`config.mk`:
```
export PLATFORM = sky130hd
export DESIGN_NAME = flash_status_poller
export DESIGN_NICKNAME = d
export VERILOG_FILES = /design/src/rtl/flash_poll_pkg.sv /design/src/rtl/poll_datapath.sv /design/src/rtl/poll_ctrl.sv /design/src/rtl/flash_status_poller.sv
export SDC_FILE = /design/constraint.sdc
export NUM_CORES = 1
export LEC_CHECK = 0
export BUFFER_PORTS_ARGS = -buffer_cell sky130_fd_sc_hd__clkbuf_2
export CORE_AREA = 8 8 112 93
export DETAILED_ROUTE_END_ITERATION = 16
export DIE_AREA = 0 0 120 101
export MAX_ROUTING_LAYER = met4
export PLACE_DENSITY_LB_ADDON = 0.05
export SKIP_CTS_REPAIR_TIMING = 1
export SLEW_MARGIN = 25
export SYNTH_ARGS = -nofsm -noshare
export SYNTH_HDL_FRONTEND = slang
export SYNTH_SLANG_ARGS = --single-unit
```
`constraint.sdc`:
```
create_clock -name clk -period 1.5 [get_ports clk]
set_input_delay 0.075 -clock clk [delete_from_list [all_inputs] [get_ports clk]]
set_output_delay 0.075 -clock clk [all_outputs]
set_load 0.05 [all_outputs]
```
`src/rtl/flash_poll_pkg.sv`:
```
package flash_poll_pkg;

  typedef enum logic [2:0] {
    ST_IDLE,
    ST_READ,
    ST_EVAL,
    ST_CONF1,
    ST_CONF2,
    ST_SETTLE,
    ST_VERIFY,
    ST_DONE
  } pollState_t;

  typedef enum logic [1:0] {
    PH_MAIN,
    PH_CONF1,
    PH_CONF2
  } pollPhase_t;

  // strobes from control to datapath
  typedef struct packed {
    logic load;
    logic capture;
    logic pollStep;
    logic settleClr;
    logic setPass;
    logic setFail;
    logic setTimeout;
  } pollStrobe_t;

endpackage

```
`src/rtl/poll_datapath.sv`:
```
module poll_datapath
  import flash_poll_pkg::*;
#(
  parameter int ADDR_W        = 20,
  parameter int POLL_LIMIT    = 4096,
  parameter int SETTLE_CYCLES = 100
) (
  input  logic              clk,
  input  logic              rstN,
  input  pollStrobe_t       stb,
  input  logic [ADDR_W-1:0] addrIn,
  input  logic [7:0]        dataIn,
  input  logic              opErase,
  input  logic              useToggle,
  input  logic [7:0]        rdData,
  output logic [ADDR_W-1:0] rdAddr,
  output logic              ok,
  output logic              verifyMatch,
  output logic              pollAtLimit,
  output logic              settleDone,
  output logic              isErase,
  output logic              pass,
  output logic              fail,
  output logic              timeout
);

  localparam int PW = $clog2(POLL_LIMIT + 1);
  localparam int SW = $clog2(SETTLE_CYCLES + 1);
  localparam logic [PW-1:0] POLL_LAST   = PW'(POLL_LIMIT);
  localparam logic [SW-1:0] SETTLE_LAST = SW'(SETTLE_CYCLES - 1);

  logic [7:0]    expByte;
  logic          toggleMode;
  logic [7:0]    rdByte;
  logic          prevBit6;
  logic          haveAny;
  logic          havePrev;
  logic [PW-1:0] pollCnt;
  logic [SW-1:0] settleCnt;

  always_ff @(posedge clk) begin
    if (!rstN) begin
      rdAddr     <= '0;
      expByte    <= '0;
      isErase    <= 1'b0;
      toggleMode <= 1'b0;
    end else if (stb.load) begin
      rdAddr     <= addrIn;
      expByte    <= dataIn;
      isErase    <= opErase;
      toggleMode <= useToggle;
    end
  end

  // latest status byte plus bit 6 of the read before it
  always_ff @(posedge clk) begin
    if (!rstN || stb.load) begin
      rdByte   <= '0;
      prevBit6 <= 1'b0;
      haveAny  <= 1'b0;
      havePrev <= 1'b0;
    end else if (stb.capture) begin
      rdByte   <= rdData;
      prevBit6 <= rdByte[6];
      havePrev <= haveAny;
      haveAny  <= 1'b1;
    end
  end

  always_ff @(posedge clk) begin
    if (!rstN || stb.load)  pollCnt <= '0;
    else if (stb.pollStep)  pollCnt <= pollCnt + 1'b1;
  end

  always_ff @(posedge clk) begin
    if (!rstN || stb.settleClr) settleCnt <= '0;
    else if (!settleDone)       settleCnt <= settleCnt + 1'b1;
  end

  always_ff @(posedge clk) begin
    if (!rstN || stb.load) begin
      pass    <= 1'b0;
      fail    <= 1'b0;
      timeout <= 1'b0;
    end else begin
      if (stb.setPass)    pass    <= 1'b1;
      if (stb.setFail)    fail    <= 1'b1;
      if (stb.setTimeout) timeout <= 1'b1;
    end
  end

  logic msbOk;
  logic toggleOk;

  always_comb begin
    msbOk       = isErase ? rdByte[7] : (rdByte[7] == expByte[7]);
    toggleOk    = havePrev && (rdByte[6] == prevBit6);
    ok          = toggleMode ? toggleOk : msbOk;
    verifyMatch = (rdData == expByte);
    pollAtLimit = (pollCnt == POLL_LAST);
    settleDone  = (settleCnt == SETTLE_LAST);
  end

endmodule

```
`src/rtl/poll_ctrl.sv`:
```
module poll_ctrl
  import flash_poll_pkg::*;
(
  input  logic        clk,
  input  logic        rstN,
  input  logic        start,
  input  logic        rdValid,
  input  logic        ok,
  input  logic        verifyMatch,
  input  logic        pollAtLimit,
  input  logic        settleDone,
  input  logic        isErase,
  output pollStrobe_t stb,
  output logic        rdReq,
  output logic        done
);

  pollState_t state, nxt;
  pollPhase_t phase;

  always_ff @(posedge clk) begin
    if (!rstN) state <= ST_IDLE;
    else       state <= nxt;
  end

  // remembers which read fed the current evaluation
  always_ff @(posedge clk) begin
    if (!rstN) phase <= PH_MAIN;
    else if (rdValid) begin
      case (state)
        ST_READ:  phase <= PH_MAIN;
        ST_CONF1: phase <= PH_CONF1;
        ST_CONF2: phase <= PH_CONF2;
        default:  phase <= phase;
      endcase
    end
  end

  always_comb begin
    nxt = state;
    stb = '0;
    case (state)
      ST_IDLE: if (start) begin
        stb.load = 1'b1;
        nxt      = ST_READ;
      end
      ST_READ: if (rdValid) begin
        stb.capture  = 1'b1;
        stb.pollStep = 1'b1;
        nxt          = ST_EVAL;
      end
      ST_CONF1, ST_CONF2: if (rdValid) begin
        stb.capture = 1'b1;
        nxt         = ST_EVAL;
      end
      ST_EVAL: begin
        if (ok) begin
          if (phase == PH_CONF1) nxt = ST_CONF2;
          else begin
            stb.settleClr = 1'b1;
            nxt           = ST_SETTLE;
          end
        end else if (phase == PH_MAIN) begin
          nxt = ST_CONF1;
        end else if (pollAtLimit) begin
          stb.setFail    = 1'b1;
          stb.setTimeout = 1'b1;
          nxt            = ST_DONE;
        end else begin
          nxt = ST_READ;
        end
      end
      ST_SETTLE: if (settleDone) begin
        if (isErase) begin
          stb.setPass = 1'b1;
          nxt         = ST_DONE;
        end else begin
          nxt = ST_VERIFY;
        end
      end
      ST_VERIFY: if (rdValid) begin
        if (verifyMatch) stb.setPass = 1'b1;
        else             stb.setFail = 1'b1;
        nxt = ST_DONE;
      end
      ST_DONE: nxt = ST_IDLE;
      default: nxt = ST_IDLE;
    endcase
  end

  assign rdReq = (state == ST_READ) || (state == ST_CONF1) ||
                 (state == ST_CONF2) || (state == ST_VERIFY);
  assign done  = (state == ST_DONE);

endmodule

```
`src/rtl/flash_status_poller.sv`:
```
module flash_status_poller
  import flash_poll_pkg::*;
#(
  parameter int ADDR_W        = 20,
  parameter int POLL_LIMIT    = 4096,
  parameter int SETTLE_CYCLES = 100
) (
  input  logic              clk,
  input  logic              rstN,
  input  logic              start,
  input  logic              opErase,
  input  logic              useToggle,
  input  logic [ADDR_W-1:0] addrIn,
  input  logic [7:0]        dataIn,
  output logic              rdReq,
  output logic [ADDR_W-1:0] rdAddr,
  input  logic              rdValid,
  input  logic [7:0]        rdData,
  output logic              done,
  output logic              pass,
  output logic              fail,
  output logic              timeout
);

  pollStrobe_t stb;
  logic ok, verifyMatch, pollAtLimit, settleDone, isErase;

  poll_ctrl u_ctrl (
    .clk         (clk),
    .rstN        (rstN),
    .start       (start),
    .rdValid     (rdValid),
    .ok          (ok),
    .verifyMatch (verifyMatch),
    .pollAtLimit (pollAtLimit),
    .settleDone  (settleDone),
    .isErase     (isErase),
    .stb         (stb),
    .rdReq       (rdReq),
    .done        (done)
  );

  poll_datapath #(
    .ADDR_W        (ADDR_W),
    .POLL_LIMIT    (POLL_LIMIT),
    .SETTLE_CYCLES (SETTLE_CYCLES)
  ) u_dp (
    .clk         (clk),
    .rstN        (rstN),
    .stb         (stb),
    .addrIn      (addrIn),
    .dataIn      (dataIn),
    .opErase     (opErase),
    .useToggle   (useToggle),
    .rdData      (rdData),
    .rdAddr      (rdAddr),
    .ok          (ok),
    .verifyMatch (verifyMatch),
    .pollAtLimit (pollAtLimit),
    .settleDone  (settleDone),
    .isErase     (isErase),
    .pass        (pass),
    .fail        (fail),
    .timeout     (timeout)
  );

endmodule

```
== Yosys cells after proc, flatten, opt, wreduce, memory -nomap -nowiden ==
Cells that the tools add are included.
Operators by class
  $add $sub $neg: 2
  equality and inequality tests: 17
  mux-type cells: 33
  reduce and logical (&&, ||, !) cells: 14
Operators with widths (count)
  $mux W3: 7
  $pmux W3 S6: 1
  $mux W1: 16
  $add A13 B1 Y13 const B: 1
  $eq A13 B13 Y1 const B: 1
  $eq A3 B3 Y1 const B: 4
  $mux W2: 5
  $eq A8 B8 Y1: 1
  $add A7 B1 Y7 const B: 1
  $eq A7 B7 Y1 const B: 1
  $eq A3 B2 Y1 const B: 2
  $ne A2 B2 Y1 const B: 3
  $pmux W1 S2: 3
  $pmux W2 S3: 1
  $logic_or A1 B1 Y1: 5
  $reduce_and A4 Y1: 1
  $eq A3 B1 Y1 const B: 1
  $logic_not A3 Y1: 1
  $reduce_bool A3 Y1: 1
  $reduce_or A3 Y1: 1
  $eq A1 B1 Y1: 2
  $eq A2 B1 Y1 const B: 1
  $logic_not A2 Y1: 1
  $ne A2 B1 Y1 const B: 1
  4 further kinds: 4
Word-level totals
  register bits: 69
  input port bits: 42
  output and inout bits: 25
  word-level logic and storage cells: 81

== Logic depth before layout (Yosys ltp) ==
Gate-level depths: netlist of the first run.
  word-level depth: 6
  gate-level depth with buffers: 6
  depth with buffers taken out: 6

== Hierarchy ==
From an unflattened synthesis of the first run, not the netlist that was laid out.
Second synthesis, totals
  cells, all modules: 310
  area, all modules: 2945.3 um^2
By module, submodules not included
  poll_datapath: instances 1, cells each 250, area each 2458.6 um^2, sequential area each 1161.1 um^2
  poll_ctrl: instances 1, cells each 60, area each 486.7 um^2, sequential area each 100.1 um^2

== Worst setup path after synthesis of the first run ==
OpenSTA, ideal clock, no wires.
  kind: register to register
  start point: register u_ctrl.state[2]
  end point: register u_ctrl.state[1]
  arrival time: 1.484 ns
  data required time: 1.376 ns
  slack: -0.108 ns
  stages on the path, launching flop included: 6
  period minus slack after synthesis: 1.608 ns
  cells stage by stage: dfxtp_1 -> clkbuf_1 -> and3_1 -> nor2_1 -> a31oi_1 -> nor3b_1
Between the ends
  elaborated cells between the ends (all ways): 15
  those cells by class: eq/ne: 11; mux: 1; reduce/logical: 3
RTL lines
  start: declaration: line poll_ctrl.sv:18  | pollState_t state, nxt;
  start signal: assignment: line poll_ctrl.sv:23  | else state <= nxt;
  $eq A3 B3 Y1
  named net done: line flash_status_poller.sv:19  | output logic done,
  $pmux W3 S6: line poll_ctrl.sv:42  | case (state)
The timed path passes the listed nets, and every way through them passes these cells.
A chain may end at the register's enable or synchronous reset.

== Final worst setup path of the first run ==
  start point: register u_dp.isErase
  end point: register u_dp.settleCnt[0]
Between the ends
  longest elaborated chain between the ends: 5
Ends and longest elaborated chain
  start: declaration: line poll_datapath.sv:21  | output logic isErase,
  start signal: assignment: line poll_datapath.sv:50  | isErase <= opErase;
  $mux W1: line poll_datapath.sv:96  | msbOk = isErase ? rdByte[7] : (rdByte[7] == expByte[7]);
  $mux W1: line poll_datapath.sv:98  | ok = toggleMode ? toggleOk : msbOk;
  $mux W1: line poll_ctrl.sv:57  | if (ok) begin
  $mux W1: line poll_ctrl.sv:42
  $logic_or A1 B1 Y1: line poll_datapath.sv:76  | if (!rstN || stb.settleClr) settleCnt <= '0;
  end signal: assignment: line poll_datapath.sv:77  | else if (!settleDone) settleCnt <= settleCnt + 1'b1;
  end: declaration: line poll_datapath.sv:39  | logic [SW-1:0] settleCnt;
No other way between the ends.

==> results.txt, run 1 <==
status = finished, violations left
failing checks = hold timing
Multi-input gate area = 0.001655 mm²
Main synth FF type = dfxtp_1
CP Data Required Time = 1720 ps
Worst VDD drop = 0.4631 mV
most frequent cells in the layout = 76 x nand2_1, 64 x clkbuf_2, 53 x dfxtp_1
Mapped Area = 0.002940 mm²
Seq. cell area = 0.001276 mm²
Syn Inst Count = 341
fin crit share = 99.73%
DRC Markers = 0
Tot GR Track Use = 13.63%
vias in the first global route = 2,630
Clk network pwr share = 36.6%
Cell Rows = 31
Hold Crit Start = useToggle
Top Ports = 67
chip width = 120 µm
remaining global-route overflow = 0
port buffer count = 66
GP Congestion = 0.7962
asr flop ratio synth = 0%
P_int = 0.002935 W
DRT Wirelength = 8073 µm
achievable frequency = 668.5 MHz
synthesized flop and latch total = 63
RR Startpoint = u_dp.isErase$_SDFFE_PN0P_
core box area = 0.008727 mm²
Die Y = 101 µm
total CTS buffers = 9
CP startpoint kind = flip-flop
max-slew violations = 0
WS Path Type = reg2reg
Iteration-0 DRC Markers = 108
Root Driver = clkbuf_8
CP max FO = 7
placed cell areas = 0.003645 mm²
drt pass-1 iters = 4
met2 Usage GRT = 19.68%
Crit. End Element = flip-flop
Max-Cap Viols = 0
routing usage on met3 = 5.095%
worst hold path type = in2reg
critical path, cell by cell = or3_1, a21o_1, a221oi_4, buf_12, nor3b_1
Sw Ratio = 27.80%
Gate power share = 19.0%
max_slew headroom = 73.85%
Final Cell Area = 0.004314 mm²
n_diodes = 0
largest net degree at the start of global routing = 33
Synth Area per Inst = 8.623 µm²
Yosys cell types = 47
Seq/Total Area, Yosys = 42.89%
synth warn = 0
Seq pwr share = 44.5%
worst-case clock buffer depth = 2
Layout Cells excl Fill = 591
die area = 0.01212 mm²
area grow syn2layout = 46.72%
H-tree levels = 3
most common cell after layout, fill and taps aside = nand2_1
initial core utilization = 33.69%
number of antenna-violating nets in the routed design = 0
CP peak stage delay = 360 ps
Worst Setup SP = u_dp.isErase$_SDFFE_PN0P_
first-pass GRT wire length = 12,900 µm
Detail Placement HPWL = 5635 µm
RSZ-0062 raised after global routing = true
worst r2r path cells = 5
crit path time final = 1496 ps
Most Crowded Layer GR = met2
fill count = 852
WP data arrival = 1720 ps
Post-Place Cells = 541
M1 GR Usage = 17.43%
net count after synthesis = 386
Worst-Skew Late Latency = 330 ps
Clock Skews = 7.257 ps
vias after detailed routing = 2,731
# setup viols final = 0
vias per inst = 4.621
initial antenna violation count = 0
LEAKAGE = 1.814 nW
Hold Vio Cnt, Final = 1
fin util = 49.43%
clock sinks = 63
final hold slack = -14.87 ps
Slew @ Worst Pin = 386.8 ps
Total Nets Final = 517
share of cells above drive strength 1 = 32.98%
Worst-path clk slew = 60 ps
CTS tree = done
Power Dens Cells = 942.2 mW/mm²
CP max-delay cell = or3_1
number of synthesized flops with an enable pin = 0
Net Switching = 0.001130 W
post-DR wirelength/cell = 13.66 µm
Hold Path Stages = 3
sequential cells by signal (all words and copies together), names as in the netlist, 2 cells and up:
register,count
u_ctrl.phase,2
u_dp.expByte,8
u_dp.rdByte,2
u_dp.settleCnt,7
u_dp.rdAddr,20
u_ctrl.state,3
u_dp.pollCnt,13
logic make-up after synthesis:
logic type      share of synthesized area [%]
mux                                     2.426
buf+inv                                 4.340
flops                                   42.89
fa+ha+maj                               1.277
simple gates                            25.91
compound gates                          16.60
xor+xnor                                6.553
final cells by class:
class,instances,share of cell area (%)
multi-input cells,253,38.37
flip-flops and latches,63,29.58
repair buffers,140,23.69
clock buffers,12,3.596
well taps,115,3.335
clock inverters,3,0.9861
inverters,5,0.4350
metal layers:
layer | part of all wire, % | vias up | wire length, µm
met1 | 51 | 1236 | 4114
li1 | - | 1434 | -
met4 | 0.76 | 0 | 61
met3 | 4.6 | 5 | 372
met2 | 44 | 56 | 3524
met5 | 0 | - | 0
through the flow:
| step | TNS, ps | power [W] | worst slack (ps) |
|---|---|---|---|
| after floorplan | 0 | 0.002270 | 13.86 |
| after global placement | -180.7 | 0.002507 | -29.17 |
| after detailed placement | -298.8 | 0.002510 | -47.21 |
| after CTS | -545.8 | 0.004008 | -128.8 |
| after global routing | -212.4 | 0.004279 | -31.78 |
| final | 0 | 0.004065 | 4.117 |
cell usage after synthesis, types with 5 or more instances:
master    count  area, µm²
nor2_1       23      86.33
nor4b_1       5      43.79
clkbuf_1      7      26.28
or3_1         5      31.28
xnor2_1       5      43.79
a21boi_0     28      210.2
inv_1         5      18.77
nand2_1      78      292.8
and3_1        5      31.28
nand3_1       9      45.04
mux2i_1       6      60.06
dfxtp_1      63       1261
xor2_1       17      148.9
o21ai_0       6      30.03
nor3b_1       8      60.06
buf_2         9      45.04
a21oi_1      10      50.05
a21boi_1      5      37.54
worst paths after layout:
kind | to | slack [ps]
setup / recovery | u_dp.settleCnt[0]$_SDFFE_PP0P_ | 4
hold reg to reg | u_dp.haveAny$_SDFFE_PP0P_ | 450
setup reg to reg | u_dp.settleCnt[0]$_SDFFE_PP0P_ | 4
hold / removal | u_dp.toggleMode$_SDFFE_PN0P_ | -10
power by group through the flow:
stage                     sequential, W  combinational, W  clock [W]
after floorplan                 0.00196          0.000307          0
after global placement          0.00183          0.000674          0
after detailed placement        0.00184          0.000674          0
after CTS                       0.00180          0.000676    0.00153
after global routing            0.00182          0.000843    0.00162
final                           0.00181          0.000770    0.00149
worst max-delay path: cells and delay by family (launching register included):
family / cells / cell delay, ps
compound gates: 2 / 520
simple gates: 2 / 400
flops: 1 / 300
buf+inv: 1 / 160
(Power assumes the default switching activity.)
==> run 2, diff against run 1 <==
Settings changed: PLACE_DENSITY_LB_ADDON 0.05 to 0.08, SLEW_MARGIN 25 to 20.
==> run 2 against run 1 <==
The run now ends clean. Worst hold slack improved by 23 ps. Sequential power about the same. First-iteration DRC count is the same. Routed wire length decreased by 4.7%. Sequential share of layout area increased by 0.64 points. Clock skew is 2.0 ps lower. Clock power is 19% higher. Sequential cell count unchanged. Critical path depth did not move. Die area did not move. Via count is 0.26% higher. Fmax is 3.5% higher. Critical path type unchanged. Largest cell class unchanged.
==> results.txt, run 2 (synthesized netlist as in run 1, its figures left out) <==
area grow syn2layout = 43.49%
most common cell after layout, fill and taps aside = nand2_1
chip width = 120 µm (unchanged)
vias per inst = 4.688 (+1.5%)
Iteration-0 DRC Markers = 108 (unchanged)
CP peak stage delay = 360 ps (about the same)
drt pass-1 iters = 4 (unchanged)
Hold Vio Cnt, Final = 0 (-1)
max_slew headroom = 71.26% (-2.6 points)
CTS tree = done
H-tree levels = 3 (unchanged)
max-slew violations = 0 (unchanged)
initial core utilization = 33.69% (unchanged)
DRC Markers = 0 (unchanged)
fin crit share = 96.34% (-3.4 points)
Worst-Skew Late Latency = 330 ps (about the same)
clock sinks = 63 (unchanged)
worst-case clock buffer depth = 2 (unchanged)
# setup viols final = 0 (unchanged)
Top reg by flops = u_dp.rdAddr
vias in the first global route = 2,663 (+1.3%)
CP max-delay cell = or3_1
Max-Cap Viols = 0 (unchanged)
Layout Cells excl Fill = 584 (-1.2%)
n_diodes = 0 (unchanged)
CP startpoint kind = flip-flop
final hold slack = 7.764 ps (+22.64 ps)
Root Driver = clkbuf_8
Worst Path Buf+Inv = 1 (unchanged)
WP data arrival = 1670 ps (-50 ps)
biggest regs = u_dp.rdAddr: 20 flops, u_dp.pollCnt: 13 flops, u_dp.expByte: 8 flops
die area = 0.01212 mm² (unchanged)
Slew @ Worst Pin = 425.1 ps (+38.38 ps)
worst hold path type = in2reg
CP max FO = 7 (unchanged)
critical path, cell by cell = or3_1, a21o_1, a221oi_4, buf_6, nor3b_1
Top Ports = 67 (unchanged)
port buffer count = 66 (unchanged)
post-DR wirelength/cell = 13.17 µm (-3.6%)
number of antenna-violating nets in the routed design = 0 (unchanged)
Detail Placement HPWL = 5548 µm (-1.5%)
DRT Wirelength = 7690 µm (-4.7%)
Total Nets Final = 509 (-1.5%)
Worst VDD drop = 0.4721 mV (+1.9%)
vias after detailed routing = 2,738 (+0.26%)
LEAKAGE = 1.772 nW (-2.3%)
largest net degree at the start of global routing = 35 (+6.1%)
max reg flops = 20 (unchanged)
achievable frequency = 692.0 MHz (+3.5%)
status = finished clean
total CTS buffers = 9 (unchanged)
share of cells above drive strength 1 = 31.34% (-1.6 points)
Tot GR Track Use = 13.12% (-0.52 points)
remaining global-route overflow = 0 (unchanged)
most frequent cells in the layout = 78 x nand2_1, 64 x clkbuf_2, 52 x dfxtp_1
GP Congestion = 0.7554 (-5.1%)
initial antenna violation count = 0 (unchanged)
CP Data Required Time = 1720 ps (about the same)
first-pass GRT wire length = 12,560 µm (-2.6%)
WS Path Type = reg2reg
Clock Skews = 5.299 ps (-1.958 ps)
RSZ-0062 raised after global routing = true
Die Y = 101 µm (unchanged)
Worst-path clk slew = 70 ps (about the same)
Power Dens Cells = 1024 mW/mm² (+8.7%)
Post-Place Cells = 538 (-0.55%)
core box area = 0.008727 mm² (unchanged)
Cell Rows = 31 (unchanged)
Crit. End Element = flip-flop
crit path time final = 1445 ps (-50.78 ps)
Top Family by Delay on Critical Path = compound AO/OA/AOI/OAI gates
==> run 2: changes by cell type in the layout (fill, tap and decap cells not counted), moves of 2 or more <==
cell / delta
buf_12: -2
nand2_2: -2
dfxtp_2: +2
nand2_1: +2
clkbuf_8: -2
bufinv_16: +2
ha_2: +2
buf_4: -6
==> run 2: power by group <==
part | internal (W) | leakage, nW | total (W) | switching (W)
clock network | 0.00110 | 0.120 | 0.00178 | 0.000680
registers | 0.00175 | 0.518 | 0.00180 | 0.0000494
logic | 0.000313 | 1.13 | 0.000739 | 0.000426
total | 0.00317 | 1.77 | 0.00432 | 0.00116
==> run 2: layout make-up <==
type | count | area, µm²
fill | 895 | 4508
multi-input combinational | 253 | 1610
sequential | 63 | 1275
timing repair buffer | 132 | 934.6
tap | 115 | 143.9
clock buffer | 10 | 127.6
clock inverter | 6 | 108.9
inverter | 5 | 18.77
==> run 2: routing by layer <==
metal	vias up	share of wire (%)	GRT usage [%]
met3	6	5.6	4.815
met5	-	0	-
li1	1423	-	-
met2	58	44	19.04
met4	0	0.78	4.023
met1	1251	50	16.58
==> run 2: path summary, 6_finish.rpt <==
check,endpoint,slack (ps),startpoint,depth (start not counted)
worst max-delay path,u_dp.settleCnt[1]$_SDFFE_PP0P_,50,u_dp.isErase$_SDFFE_PN0P_,5
worst min-delay path,u_dp.rdByte[6]$_SDFFE_PP0P_,8,rdData[6],3
worst max register to register,u_dp.settleCnt[1]$_SDFFE_PP0P_,50,u_dp.isErase$_SDFFE_PN0P_,5
worst min register to register,u_dp.haveAny$_SDFFE_PP0P_,450,u_dp.haveAny$_SDFFE_PP0P_,2
==> run 2: worst register-to-register path: cells and delay by family, from the launching register on <==
kind	cells	cell delay (ps)
AO/OA/AOI/OAI	2	460
buffers and inverters	1	160
AND/OR/NAND/NOR	2	410
flip-flops	1	310
==> run 2: through the flow <==
step	TNS [ps]	utilization [%]	instance area, µm²	total power [W]	setup WS [ps]
after detailed placement	-15.88	41.36	3610	0.002510	-15.88
after global placement	0	41.36	3610	0.002504	4.599
after global routing	-170.4	48.34	4219	0.004528	-29.00
after CTS	-70.89	44.07	3846	0.004314	-36.03
final	0	48.34	4219	0.004322	54.89
after floorplan	0	-	2943	0.002270	13.86
